`src/rtl/blink_disp_ctrl.sv`:
```
module blink_disp_ctrl #(
  parameter int NDIG   = 8,
  parameter int SLOT_W = 2,
  parameter int CNT_W  = 8
) (
  input  logic            clk,
  input  logic            rst_n,
  input  logic            ser_cs_n,
  input  logic            ser_clk,
  input  logic            ser_din,
  output logic [7:0]      seg,
  output logic [NDIG-1:0] dig_sel
);
  localparam int DIG_W = $clog2(NDIG);

  logic cs_q, cs_q1, sck_q, sck_q1, din_q;
  logic [15:0] shreg;
  logic run, slow, blink_en, test;
  logic [NDIG-1:0] dec_mask;
  logic [NDIG-1:0][7:0] p0, p1;
  logic [CNT_W-1:0] cnt;

  wire apply   = cs_q & ~cs_q1;
  wire [7:0] addr = shreg[15:8];
  wire [7:0] data = shreg[7:0];
  wire cfg_wr  = apply && (addr == 8'h04);
  wire sync    = cfg_wr & data[4];
  wire clr     = cfg_wr & data[5];

  always_ff @(posedge clk or negedge rst_n) begin
    if (!rst_n) begin
      cs_q <= 1'b1; cs_q1 <= 1'b1;
      sck_q <= 1'b0; sck_q1 <= 1'b0; din_q <= 1'b0;
      shreg <= '0;
    end else begin
      cs_q <= ser_cs_n; cs_q1 <= cs_q;
      sck_q <= ser_clk; sck_q1 <= sck_q; din_q <= ser_din;
      if (!cs_q && sck_q && !sck_q1) shreg <= {shreg[14:0], din_q};
    end
  end

  always_ff @(posedge clk or negedge rst_n) begin
    if (!rst_n) begin
      run <= 1'b0; slow <= 1'b0; blink_en <= 1'b0; test <= 1'b0;
      dec_mask <= '0;
    end else if (apply) begin
      if (cfg_wr) begin
        run <= data[0]; slow <= data[2]; blink_en <= data[3];
      end
      if (addr == 8'h01) dec_mask <= data[NDIG-1:0];
      if (addr == 8'h07) test <= data[0];
    end
  end

  always_ff @(posedge clk or negedge rst_n) begin
    if (!rst_n) begin
      p0 <= '0; p1 <= '0;
    end else if (clr) begin
      p0 <= '0; p1 <= '0;
    end else if (apply) begin
      for (int i = 0; i < NDIG; i++) begin
        if (addr == 8'(32 + i)) p0[i] <= data;
        if (addr == 8'(64 + i)) p1[i] <= data;
      end
    end
  end

  always_ff @(posedge clk or negedge rst_n) begin
    if (!rst_n)    cnt <= '0;
    else if (sync) cnt <= '0;
    else           cnt <= cnt + 1'b1;
  end

  function automatic logic [6:0] glyph(input logic [3:0] v);
    case (v)
      4'h0: glyph = 7'h3F; 4'h1: glyph = 7'h06; 4'h2: glyph = 7'h5B; 4'h3: glyph = 7'h4F;
      4'h4: glyph = 7'h66; 4'h5: glyph = 7'h6D; 4'h6: glyph = 7'h7D; 4'h7: glyph = 7'h07;
      4'h8: glyph = 7'h7F; 4'h9: glyph = 7'h6F; 4'hA: glyph = 7'h77; 4'hB: glyph = 7'h7C;
      4'hC: glyph = 7'h39; 4'hD: glyph = 7'h5E; 4'hE: glyph = 7'h79; default: glyph = 7'h71;
    endcase
  endfunction

  wire [DIG_W-1:0] idx = cnt[SLOT_W +: DIG_W];
  wire phase = slow ? cnt[CNT_W-1] : cnt[CNT_W-2];
  wire [7:0] cur = (blink_en && phase) ? p1[idx] : p0[idx];
  wire [7:0] shown = dec_mask[idx] ? {cur[7], glyph(cur[3:0])} : cur;
  wire lit = test | run;

  assign seg     = test ? 8'hFF : (run ? shown : 8'h00);
  assign dig_sel = lit ? (NDIG'(1) << idx) : '0;
endmodule


```
`config.mk`:
```
export PLATFORM = sky130hd
export DESIGN_NAME = blink_disp_ctrl
export DESIGN_NICKNAME = d
export VERILOG_FILES = /design/src/rtl/blink_disp_ctrl.sv
export SDC_FILE = /design/constraint.sdc
export NUM_CORES = 1
export LEC_CHECK = 0
export BUFFER_PORTS_ARGS = -buffer_cell sky130_fd_sc_hd__buf_2
export CAP_MARGIN = 30
export CORE_UTILIZATION = 50
export CTS_BUF_LIST = sky130_fd_sc_hd__clkbuf_8 sky130_fd_sc_hd__clkbuf_16
export DETAILED_ROUTE_END_ITERATION = 6
export PLACE_DENSITY = 0.8
export SLEW_MARGIN = 20
export SYNTH_ARGS = -nofsm -noshare
export SYNTH_HDL_FRONTEND = slang
export SYNTH_SLANG_ARGS = --single-unit
```
`constraint.sdc`:
```
create_clock -name clk -period 2.75 [get_ports clk]
set_clock_uncertainty 0.05 [all_clocks]
set_input_delay 0.1375 -clock clk [delete_from_list [all_inputs] [get_ports clk]]
set_output_delay 0.1375 -clock clk [all_outputs]
set_load 0.005 [all_outputs]
```
-- After elaboration in Yosys (flattened, before gate mapping)
Memory sizes are Yosys's and may differ from the RTL's.
Index checks and enable logic that the tools add are counted.
- register bits after elaboration: 169
- ROM bits: 112
- memories kept: 1
- memory list (name ; words ; width ; rd ports ; clocked after Yosys merged registers in ; wr ports ; line ; source):
    (name not given) ; 16 ; 7 ; 1 ; 0 ; 0 ; 75 ; case (v)
- $add $sub $neg: 1
- order comparisons: 1
- equality and inequality tests: 19
- shifts and indexed selects: 1
- muxes and demuxes: 33
- bitwise logic cells: 5
- reductions and logical operators: 42
- operators with widths (cell ; number):
    64-bit two-way mux ; 4
    8-bit two-way mux ; 23
    8-bit by 6-bit == test with 1-bit output (second input constant) ; 8
    8-bit by 7-bit == test with 1-bit output (second input constant) ; 8
    8-bit binary-select mux with 3-bit select ; 2
    2-bit AND reduction ; 19
    2-bit nonzero test ; 17
    8-bit by 3-bit == test with 1-bit output (second input constant) ; 2
    8-bit by 1-bit adder with 8-bit output (second input constant) ; 1
    8-bit by 1-bit == test with 1-bit output (second input constant) ; 1
    1-bit by 3-bit << shifter with 8-bit output (first input constant) ; 1
    7-bit two-way mux ; 1
    1-bit logical AND ; 4
    3-bit by 4-bit < comparator with 1-bit output (second input constant) ; 1
    1-bit AND ; 3
    1-bit binary-select mux with 3-bit select ; 1
    1-bit logical NOT ; 2
    1-bit two-way mux ; 2
    1-bit inverter ; 1
    1-bit bitwise OR ; 1

-- Longest topological paths before layout
An unclocked memory read counts as a cell.
- depth in word-level cells: 7
- mapped depth: 11
- mapped depth without buffers: 10

-- Least setup slack after synthesis
Ideal clock, no wire load.
- path type: reg-to-output
- start: register slow
- end: output port seg[1]
- data arrival time: 2586 ps
- required time: 2562 ps
- path slack: -23 ps
- cell stages (with the launch flop): 10
- path through: dfrtp_1 > mux2_2 > nand2_1 > mux2i_1 > a21oi_1 > inv_1 > ha_1 > nor2_1 > a211o_1 > a221o_1
- longest elaborated chain between the ends: 7
- RTL lines (item ; line ; source):
    start: declaration ; 18 ; logic run, slow, blink_en, test;
    start signal: assignment ; 48 ; run <= data[0]; slow <= data[2]; blink_en <= data[3];
    1-bit two-way mux * ; 84 ; wire phase = slow ? cnt[CNT_W-1] : cnt[CNT_W-2];
    1-bit logical AND * ; 85 ; wire [7:0] cur = (blink_en && phase) ? p1[idx] : p0[idx];
    8-bit two-way mux * ; 85 ;
    memory 16 x 7 bit ; -- ;
    7-bit two-way mux * ; 86 ; wire [7:0] shown = dec_mask[idx] ? {cur[7], glyph(cur[3:0])} : cur;
    8-bit two-way mux * (2 in series) ; 89 ; assign seg = test ? 8'hFF : (run ? shown : 8'h00);
    end: declaration ; 11 ; output logic [7:0] seg,
Every way passes the cells marked *; elsewhere a longest branch is shown, timed or not.

-- Worst setup path in the final report
- start: register cnt[2]
- end: output port seg[1]
- longest elaborated chain between the ends: 7
- RTL lines (item ; line ; source):
    start: declaration ; 21 ; logic [CNT_W-1:0] cnt;
    start signal: assignment ; 71 ; else cnt <= cnt + 1'b1;
    8-bit binary-select mux with 3-bit select ; 85 ;
    8-bit two-way mux (not written as such) ; 85 ;
    8-bit two-way mux ; 85 ;
    memory 16 x 7 bit ; -- ;
    7-bit two-way mux * ; 86 ;
    8-bit two-way mux * (2 in series) ; 89 ;
Every way passes the cells marked *; elsewhere a longest branch is shown, timed or not. The select of a mux whose other input is x is not followed.

==> impl_metrics.ini <==
[status]
outcome = finished, violations left
violations = setup timing

[synth]
yosys_warnings = 0
synth_async_sr_flop_share = 1.00
ys_types = 43
yosysSeqAreaShare = 0.536
avgSynthCellArea_um2 = 10.8
synth_top_flop_cell = dfrtp_1
synth_nets = 743
mappedNetlistArea_um2 = 7890
ys_seq_elements = 169
synth-edff-count = 0
postSynthCellCount = 731

[sta]
setup_ws_ns = -0.316
worst_pin_slew_ns = 0.752
hold_violations = 0
timing.final.max_slew_violations = 0
holdWs_ns = 0.249
finalCriticalPeriod_ns = 3.07
grt_setup_unrepaired = yes
period_share = 1.12
fmax_ghz = 0.326
max-slew-margin-rel = 0.495
setup_viol = 8

[route]
wl_per_cell_um = 18.7
num_vias = 5993
remaining_drc_errors = 0
drt_iter0_markers = 670
wirelength_mm = 19.3
drtAntennaViolNets = 0
drt_first_pass_iters = 5
via_per_inst = 5.82

[grt]
grt_usage = 0.254
antenna_found_initial = 0
grt_pass1_vias = 5864
grt_max_degree = 78
overflow = 0
grt_pass1_wl_mm = 31.1

[floorplan]
ios = 21
start_util = 0.515
die_w_um = 128
die_h_um = 128
num_rows = 45
die_area_um2 = 16300
core_area_um2 = 15300

[finish]
final_layout_size_suffix_gt1_frac = 0.282
area_delta_synth_final_pct = 21.0
fillers = 1144
diodes = 0
nNetsFinal = 817
final_util = 0.623
final-seq-area_um2 = 4230
multi_input_area_um2 = 3570

[placement]
io_buffers = 20
gp_congestion = 0.861
hpwlAfterDp_mm = 13.0

[critical_path]
regToRegStartpoint = shreg[9]
max_stage_delay_ns = 0.52
slowest_stage = mux4_2
crit_type = register to output pin
startpoint_type = register
worst-endpoint-required_ns = 2.56
worstRegToRegCells = 8
crit_arrival_ns = 2.88
r2r_end = p1[37]
timing.critical_path.fanout_max = 7
cp-end-kind = output pin
worstPathCellList = buf_12 -> mux4_2 -> a211oi_4 -> a21oi_4 -> inv_2 -> ha_4 -> nor2_2 -> a211o_1 -> a221o_1 -> buf_2
r2r_setup_slack_ns = 0.18

[clock_tree]
clkTransAtPathRegs_ns = 0.06
numCtsBuffers = 17
h-tree-depth = 4
cts_tree = yes
clock_latency_ns = 0.43
cts_root_buf = clkbuf_16
clk_path_buf_depth = 2
clock-sinks = 169

[worst_hold_path]
worstHoldPathType = input pin to async pin

[power]
p_per_area_nw_per_um2 = 708
power_mw = 6.76
leakage_nw = 4.14
vdd_drop_max_v = 0.000520

[run]
cap_violations = 0
-- cell usage after synthesis (all sizes together) (12+ instances only) --
cell type  instances  area share
o21ai            136       0.086
mux4              38        0.11
nand3             12      0.0076
nor2              38       0.018
mux2              23       0.033
nand2            148       0.071
mux2i             20       0.025
buf               13      0.0094
inv               24       0.011
dfrtp            167        0.53
clkbuf            31       0.015
-- critical path: cells and delay by family (launching register included) --
kind            cells  cell delay [ns]
compound gates      4             0.85
fa+ha+maj           1             0.14
buf+inv             3             0.39
flops               1             0.51
mux                 1             0.52
simple gates        1             0.04
-- repair_timing --
item	in CTS	in global routing
endpoints found under the setup margin	8	8
pin swaps	10	10
gates cloned	0	0
buffers inserted	9	6
hold buffers	4	0
hold endpoints to repair	77	0
gates resized for setup	22	29
-- state kept, by name (all words and copies together) (netlist names) --
| register | cells |
|---|---|
| cnt | 8 |
| sck_q1 | 1 |
| dec_mask | 8 |
| blink_en | 1 |
| slow | 1 |
| din_q | 1 |
| cs_q | 1 |
| test | 1 |
| cs_q1 | 1 |
| sck_q | 1 |
| p1 | 64 |
| shreg | 16 |
| run | 1 |
| p0 | 64 |
-- cell usage in the layout (no fill, tap or decap), types with 3 or more instances in the layout --
master	instances
nand3_1	11
mux4_2	38
a211o_1	4
clkbuf_16	17
inv_1	22
xnor2_1	4
mux2i_1	17
nor2_2	3
nand2b_1	6
dlygate4sd3_1	4
buf_12	4
nor3_1	6
clkinv_2	6
o21ai_1	13
nand2_1	145
mux2_2	22
nor2b_1	4
nor2_1	35
a21oi_4	3
dfrtp_1	165
o211ai_1	3
inv_6	4
and3_4	3
buf_6	10
buf_4	61
o21ai_2	4
o21ai_0	119
a221o_1	3
ha_4	4
nand4_1	6
buf_2	19
-- where the power goes --
group | switching, mW | internal, mW | total [mW]
sequential | 0.154 | 2.59 | 2.75
clock | 0.981 | 1.36 | 2.34
combinational | 0.910 | 0.756 | 1.67
total | 2.05 | 4.71 | 6.76
-- metal layers --
metal | track usage | vias up | part of all wire
met4 | 0.132 | 0 | 0.034
met1 | 0.330 | 2992 | 0.41
met2 | 0.409 | 253 | 0.49
met3 | 0.0507 | 44 | 0.067
li1 | - | 2704 | -
met5 | 0 | - | 0
-- cells by family (layout without fill, tap and decap cells) --
kind of cell,Yosys count,in the layout,share of synthesized area
multiplexers,81,81,0.167
AND/OR/NAND/NOR,238,238,0.130
buffers and inverters,68,155,0.0355
flip-flops,169,169,0.536
XOR/XNOR,6,6,0.00666
adder cells (fa/ha/maj),7,7,0.0111
AO/OA/AOI/OAI,162,162,0.113
-- cell type report --
class / instances / area share
multi-input combinational: 494 / 0.374
clock inverter: 14 / 0.0149
tap: 211 / 0.0277
timing repair buffer: 99 / 0.0839
inverter: 24 / 0.00944
sequential: 169 / 0.444
clock buffer: 18 / 0.0460
-- worst max-delay path by stage --
stage / start / slack, ns / depth (start not counted) / endpoint
floorplan: cnt[2] / 0.03 / 10 / seg[1]
global placement: cnt[2] / 0.03 / 10 / seg[6]
detailed placement: cnt[2] / 0.03 / 10 / seg[5]
CTS: cnt[2] / -0.32 / 10 / seg[0]
global route: cnt[2] / -0.38 / 10 / seg[1]
finish: cnt[2] / -0.32 / 10 / seg[1]
-- per-stage QoR --
stage	instances	cell area, um2	setup TNS [ns]	setup WS (ns)
after floorplan	731	7890	0	0.0260
after global placement	967	8500	0	0.0256
after detailed placement	976	8570	0	0.0253
after CTS	1021	9340	-2.02	-0.323
after global routing	1029	9540	-2.71	-0.384
final	1029	9540	-2.07	-0.316
No activity file was read; power rests on OpenSTA's default activity.
